[config.mk]
export PLATFORM = sky130hd
export DESIGN_NAME = host_addr_remap
export DESIGN_NICKNAME = d
export VERILOG_FILES = /design/src/rtl/hbd_pkg.sv /design/src/rtl/hbd_region_dec.sv /design/src/rtl/hbd_io_fold.sv /design/src/rtl/hbd_lock_fsm.sv /design/src/rtl/host_addr_remap.sv
export SDC_FILE = /design/constraint.sdc
export NUM_CORES = 1
export LEC_CHECK = 0
export ABC_CLOCK_PERIOD_IN_PS = 5400
export CORE_ASPECT_RATIO = 2
export CORE_MARGIN = 2
export CORE_UTILIZATION = 45
export CTS_BUF_LIST = sky130_fd_sc_hd__clkbuf_2 sky130_fd_sc_hd__clkbuf_4 sky130_fd_sc_hd__clkbuf_8
export DETAILED_ROUTE_END_ITERATION = 16
export PLACE_DENSITY = 0.86
export SYNTH_ARGS = -nofsm -noshare
export SYNTH_HDL_FRONTEND = slang
export SYNTH_SLANG_ARGS = --single-unit
[constraint.sdc]
create_clock -name clk -period 5.4 [get_ports clk]
set_input_delay 1.08 -clock clk [delete_from_list [all_inputs] [get_ports clk]]
set_output_delay 1.08 -clock clk [all_outputs]
set_load 0.05 [all_outputs]
[src/rtl/hbd_pkg.sv]
package hbd_pkg;

    typedef enum logic [3:0] {
        K_IDLE    = 4'd0,
        K_SYSMEM  = 4'd1,
        K_PIO     = 4'd2,
        K_CFG     = 4'd3,
        K_IACK    = 4'd4,
        K_ERRRD   = 4'd5,
        K_PMEM    = 4'd6,
        K_ROMRD   = 4'd7,
        K_FLWR    = 4'd8,
        K_LOCKOUT = 4'd9,
        K_DISCARD = 4'd10
    } kind_e;

    typedef enum logic [2:0] {
        RG_MEM,
        RG_IOLO,
        RG_CFG,
        RG_IOHI,
        RG_SPEC,
        RG_PMEM,
        RG_TOP
    } region_e;

    typedef enum logic {
        LK_OPEN,
        LK_SHUT
    } lock_st_e;

endpackage

[src/rtl/hbd_region_dec.sv]
// Classifies the upper address bits (8 MB granularity) into a window.
module hbd_region_dec
    import hbd_pkg::*;
#(
    parameter int TOP_W = 9
) (
    input  logic [TOP_W-1:0] top_bits,
    output region_e          rg
);
    localparam logic [TOP_W-1:0] IOLO_CODE = {1'b1, {(TOP_W-1){1'b0}}};
    localparam logic [TOP_W-1:0] CFG_CODE  = IOLO_CODE + 1'b1;
    localparam logic [TOP_W-1:0] SPEC_CODE = {2'b10, {(TOP_W-2){1'b1}}};
    localparam logic [TOP_W-1:0] TOP_CODE  = {TOP_W{1'b1}};

    always_comb begin
        if (!top_bits[TOP_W-1])               rg = RG_MEM;
        else if (top_bits == IOLO_CODE)       rg = RG_IOLO;
        else if (top_bits == CFG_CODE)        rg = RG_CFG;
        else if (top_bits == SPEC_CODE)       rg = RG_SPEC;
        else if (top_bits == TOP_CODE)        rg = RG_TOP;
        else if (!top_bits[TOP_W-2])          rg = RG_IOHI;
        else                                  rg = RG_PMEM;
    end
endmodule

[src/rtl/hbd_io_fold.sv]
// Low I/O window mapping: linear, or 32 bytes per 4 KB page folded to 64 KB.
module hbd_io_fold #(
    parameter int WIN_W  = 23,
    parameter int PG_LSB = 12,
    parameter int OFS_W  = 5,
    parameter int AW     = 32
) (
    input  logic [WIN_W-1:0] off,
    input  logic             contig,
    output logic [AW-1:0]    io_addr
);
    localparam int NC_W = (WIN_W - PG_LSB) + OFS_W;

    logic [NC_W-1:0] folded;

    generate
        if (OFS_W > 0) begin : g_ofs
            assign folded = {off[WIN_W-1:PG_LSB], off[OFS_W-1:0]};
        end else begin : g_noofs
            assign folded = off[WIN_W-1:PG_LSB];
        end
    endgenerate

    always_comb begin
        if (contig) io_addr = {{(AW-WIN_W){1'b0}}, off};
        else        io_addr = {{(AW-NC_W){1'b0}}, folded};
    end
endmodule

[src/rtl/hbd_lock_fsm.sv]
// Sticky flash-write lock: OPEN --SEAL--> SHUT, left only through reset.
module hbd_lock_fsm
    import hbd_pkg::*;
(
    input  logic clk,
    input  logic rst,
    input  logic seal,
    output logic locked
);
    lock_st_e st_q, st_d;

    always_comb begin
        st_d = st_q;
        unique case (st_q)
            LK_OPEN: if (seal) st_d = LK_SHUT;
            LK_SHUT: st_d = LK_SHUT;
        endcase
    end

    always_ff @(posedge clk) begin
        if (rst) st_q <= LK_OPEN;
        else     st_q <= st_d;
    end

    always_comb begin
        unique case (st_q)
            LK_OPEN: locked = 1'b0;
            LK_SHUT: locked = 1'b1;
        endcase
    end

    a_r12_lock_sticky: assert property (@(posedge clk) disable iff (rst)
        locked |=> locked);
    a_r11_seal_closes: assert property (@(posedge clk) disable iff (rst)
        seal |=> locked);
endmodule

[src/rtl/host_addr_remap.sv]
module host_addr_remap
    import hbd_pkg::*;
#(
    parameter int WIN_LSB  = 23,
    parameter int PG_LSB   = 12,
    parameter int OFS_W    = 5,
    parameter int SPEC_BIT = 19,
    parameter int LOCK_BIT = 0
) (
    input  logic        clk,
    input  logic        rst,
    input  logic        req_vld,
    input  logic [31:0] req_addr,
    input  logic        req_wr,
    input  logic        io_contig,
    input  logic        no_xlate,
    output logic        cyc_vld,
    output logic [3:0]  cyc_kind,
    output logic [31:0] cyc_addr,
    output logic        cyc_cacheable
);
    localparam int AW    = 32;
    localparam int TOP_W = AW - WIN_LSB;
    localparam int PCI_W = AW - 2;

    region_e        rg;
    logic [AW-1:0]  io_lo_addr;
    logic           locked;
    logic           seal;
    kind_e          kind_d;
    logic [AW-1:0]  addr_d;

    hbd_region_dec #(.TOP_W(TOP_W)) u_rgn (
        .top_bits (req_addr[AW-1:WIN_LSB]),
        .rg       (rg)
    );

    hbd_io_fold #(.WIN_W(WIN_LSB), .PG_LSB(PG_LSB), .OFS_W(OFS_W), .AW(AW)) u_fold (
        .off     (req_addr[WIN_LSB-1:0]),
        .contig  (io_contig),
        .io_addr (io_lo_addr)
    );

    hbd_lock_fsm u_lock (
        .clk    (clk),
        .rst    (rst),
        .seal   (seal),
        .locked (locked)
    );

    // Decode of kind and translated address
    always_comb begin
        kind_d = K_IDLE;
        addr_d = '0;
        seal   = 1'b0;
        unique case (rg)
            RG_MEM: begin
                kind_d = K_SYSMEM;
                addr_d = req_addr;
            end
            RG_IOLO: begin
                kind_d = K_PIO;
                addr_d = io_lo_addr;
            end
            RG_CFG: begin
                kind_d = K_CFG;
                addr_d = {{(AW-WIN_LSB-1){1'b0}}, req_addr[WIN_LSB:2], 2'b00};
            end
            RG_IOHI: begin
                kind_d = K_PIO;
                addr_d = {2'b00, req_addr[PCI_W-1:0]};
            end
            RG_SPEC: begin
                if (req_addr[SPEC_BIT]) begin
                    kind_d = K_IACK;
                    addr_d = {2'b00, req_addr[PCI_W-1:2], 2'b00};
                end else begin
                    kind_d = K_ERRRD;
                end
            end
            RG_PMEM: begin
                kind_d = K_PMEM;
                addr_d = {2'b00, req_addr[PCI_W-1:2], 2'b00};
            end
            RG_TOP: begin
                if (!req_wr) begin
                    kind_d = K_ROMRD;
                    addr_d = {{(AW-WIN_LSB){1'b0}}, req_addr[WIN_LSB-1:0]};
                end else if (req_addr[LOCK_BIT]) begin
                    kind_d = K_LOCKOUT;
                    seal   = req_vld;
                end else if (locked) begin
                    kind_d = K_DISCARD;
                end else begin
                    kind_d = K_FLWR;
                    addr_d = {{(AW-WIN_LSB){1'b0}}, req_addr[WIN_LSB-1:0]};
                end
            end
            default: kind_d = K_IDLE;
        endcase
        if (no_xlate) addr_d = req_addr;
    end

    // Result register
    always_ff @(posedge clk) begin
        if (rst) begin
            cyc_vld       <= 1'b0;
            cyc_kind      <= K_IDLE;
            cyc_addr      <= '0;
            cyc_cacheable <= 1'b0;
        end else begin
            cyc_vld       <= req_vld;
            cyc_kind      <= req_vld ? kind_d : K_IDLE;
            cyc_addr      <= req_vld ? addr_d : '0;
            cyc_cacheable <= req_vld && (kind_d == K_SYSMEM);
        end
    end

    a_r2_vld_follows: assert property (@(posedge clk) disable iff (rst)
        req_vld |=> cyc_vld);
    a_r2_idle_quiet: assert property (@(posedge clk) disable iff (rst)
        !req_vld |=> (!cyc_vld && cyc_kind == 4'd0));
    a_r3_cache_only_mem: assert property (@(posedge clk) disable iff (rst)
        cyc_cacheable |-> (cyc_kind == 4'd1));
    a_r6_cfg_low_zero: assert property (@(posedge clk) disable iff (rst)
        (req_vld && !no_xlate && req_addr[31:23] == 9'h101)
            |=> (cyc_kind == 4'd3 && cyc_addr[1:0] == 2'b00));
    a_r12_discard_when_locked: assert property (@(posedge clk) disable iff (rst)
        (cyc_kind == 4'd10) |-> locked);
endmodule

==> results.py <==
metrics = {
    "floorplan": {
        "die_h_um": 89.87,
        "start_util_pct": 46.49,
        "ios": 76,
        "rows": 31,
        "core_area_um2": 3568,
        "die_w_um": 46.94,
        "dieArea_um2": 4218,
    },
    "grt": {
        "grt.total_usage_pct": 23.66,
        "grt_max_degree": 26,
        "grt_pass1_vias": 1576,
        "antenna_found_initial": 0,
        "grt_pass1_wl_um": 7445,
        "grt_overflow": 0,
    },
    "synthesis": {
        "yosys-top-cells-area": "dfxtp_1, nor3b_1, or3b_2",
        "synth_cell_type_count": 31,
        "yosys-top-cells-count": "dfxtp_1, nor3b_1, a21oi_1, nand2_1",
        "synth.most_common_cell": "dfxtp_1",
        "async_flop_share_pct": 0,
        "synth_area_leader_cell": "dfxtp_1",
        "synth_top_area_share_pct": 47.06,
        "synth_cells": 183,
        "synth_nets": 221,
        "synth_edf_count": 0,
        "synth_area_um2": 1659,
        "ys.flop_type": "dfxtp_1",
        "seq_area_frac_synth_pct": 47.06,
        "ys_seq_elements": 39,
        "postSynthAreaPerCell_um2": 9.066,
        "yosysWarnings": 0,
    },
    "sta": {
        "clock.fmax_mhz": 317.8,
        "final_max_slew_viol_count": 0,
        "hold_viol_final": 0,
        "setup_ws_ns": 2.254,
        "max_slew.worst_pin.slew_ns": 1.007,
        "slew_headroom_pct": 32.84,
        "finalSetupTns_ns": 0,
        "min_period_ns": 3.146,
        "rsz0062_at_grt": "false",
        "skew_ns": 0.006328,
        "finalSetupViolations": 0,
        "fin_crit_sh_pct": 58.27,
    },
    "route": {
        "drt-initial-drc-count": 51,
        "antenna_left": 0,
        "routed_wl_um": 4655,
        "routedWlPerCell_um": 15.47,
        "drc": 0,
        "firstDrtPassIters": 5,
        "vias": 1686,
        "viasPerCell": 5.601,
    },
    "cts": {
        "post_cts_resized": 0,
        "cts_sinks": 39,
        "clock-root-buffer": "clkbuf_8",
        "cts_hold_buf": 0,
        "clkSlewWorstSetupHoldPaths_ns": 0.08,
        "cts_setup_buffers": 0,
        "cts_buffers": 5,
        "clock_latency_ns": 0.29,
        "cts_tree": "built",
        "cts_buffer_depth": 2,
        "cts_max_level": 2,
    },
    "setup_path": {
        "crit_path_end_kind": "flop",
        "worstSetupPathType": "in -> reg",
        "crit_fanout": 25,
        "critPathLaunch": "req_addr[31]",
        "cp-start-kind": "input port",
        "crit_required_ns": 5.54,
        "critPathArrivalTime_ns": 3.28,
        "reg2reg_from": "u_lock.st_q$_SDFF_PP0_",
    },
    "status": {
        "status": "finished, final reports clean",
    },
    "power": {
        "vdd_drop_max_mv": 0.2084,
        "p_total_w": 0.0006203,
        "p_per_area_nw_per_um2": 248.8,
        "leakagePower_nw": 0.8921,
    },
    "placement": {
        "place_ws_ns": 1.961,
        "gp_congestion": 0.9058,
        "dp.cells": 293,
        "dpl.hpwl_um": 3400,
        "io_buffers": 75,
    },
    "finish": {
        "nFillCells": 288,
        "area_delta_synth_final_pct": 50.30,
        "finish.net_count": 289,
        "drive_gt1_share_pct": 8.730,
        "fin_cells": 301,
        "diodes": 0,
    },
    "hold_path": {
        "min_from": "u_lock.st_q$_SDFF_PP0_",
        "min_path_type": "reg -> reg",
    },
    "flow_run": {
        "maxCapViolations": 0,
    },
}
## sequential cells by signal, indices dropped and copies added, names as in the netlist
signal,cells
cyc_addr,32
cyc_cacheable,1
cyc_kind,4
cyc_vld,1
u_lock.st_q,1
## path summary, 6_finish.rpt
kind                        endpoint  slack, ns  cells after the start
max          cyc_addr[21]$_SDFF_PP0_       2.25                      5
min           u_lock.st_q$_SDFF_PP0_       0.56                      3
max reg2reg  cyc_addr[21]$_SDFF_PP0_       3.95                      4
min reg2reg   u_lock.st_q$_SDFF_PP0_       0.56                      3
## layout by cell type (no fill, tap or decap)
cell type,Yosys,final
clkdlybuf4s50_1,0,75
dfxtp_1,39,39
nor3b_1,18,18
nand2_1,15,15
a21oi_1,15,15
nor4_1,13,13
o21ai_0,13,13
or3b_2,11,11
a31oi_1,8,8
nor2_1,5,5
clkbuf_8,0,5
and2_1,4,4
nand2b_1,3,3
inv_1,3,3
nor3_1,3,3
clkinv_2,0,3
or4_4,2,2
and4_1,2,2
nand3_1,2,2
and3_1,2,2
o211a_1,2,2
or3_1,1,1
o21bai_1,1,1
o31a_1,1,1
o311a_1,1,1
a41o_1,1,1
a21oi_4,1,1
nand4bb_1,1,1
o21a_1,1,1
a211o_1,1,1
## per-layer routing
layer	global-route usage (%)	part of all wire, %
met1	26.52	36
met2	41.78	56
met3	2.410	5.2
met4	9.722	3.1
met5	0	0
## worst max-delay path: stages
cell and delay, ns:
clkdlybuf4s50_1 0.97, and4_1 0.40, nand2_1 0.21, a21oi_4 0.46, a31oi_1 0.15
## report_power, final
part	leakage, nW	internal [W]	total [W]	switching [W]
clock	0.0477	0.0000884	0.000188	0.0000998
combinational	0.525	0.0000555	0.000131	0.0000753
sequential	0.320	0.000298	0.000301	0.00000305
## area by class of cell
type,instances,area (µm²),share of cell area (%)
Clock buffer,5,68.82,2.760
Clock inverter,3,15.01,0.6021
Inverter,3,11.26,0.4516
Multi-Input combinational cell,127,805.8,32.31
Sequential cell,39,780.7,31.31
Tap cell,49,61.31,2.459
Timing Repair Buffer,75,750.7,30.11
## logic make-up after synthesis
family                 count (synthesis)  share of synthesized area [%]
AO/OA/AOI/OAI                         45                          16.82
buffers and inverters                 17                          4.374
flip-flops                            39                          47.06
AND/OR/NAND/NOR                       82                          31.75
## per-stage QoR
stage          utilization [%]  hold slack, ns  instance area, µm²
2_1_floorplan                -          0.5231                1659
3_3_place_gp             67.53          0.5335                2410
3_5_place_dp             67.53          0.5503                2410
4_1_cts                  69.88          0.5629                2494
5_1_grt                  69.88          0.6186                2494
6_report                 69.88          0.5610                2494
Power figures use the tool's default switching activity.
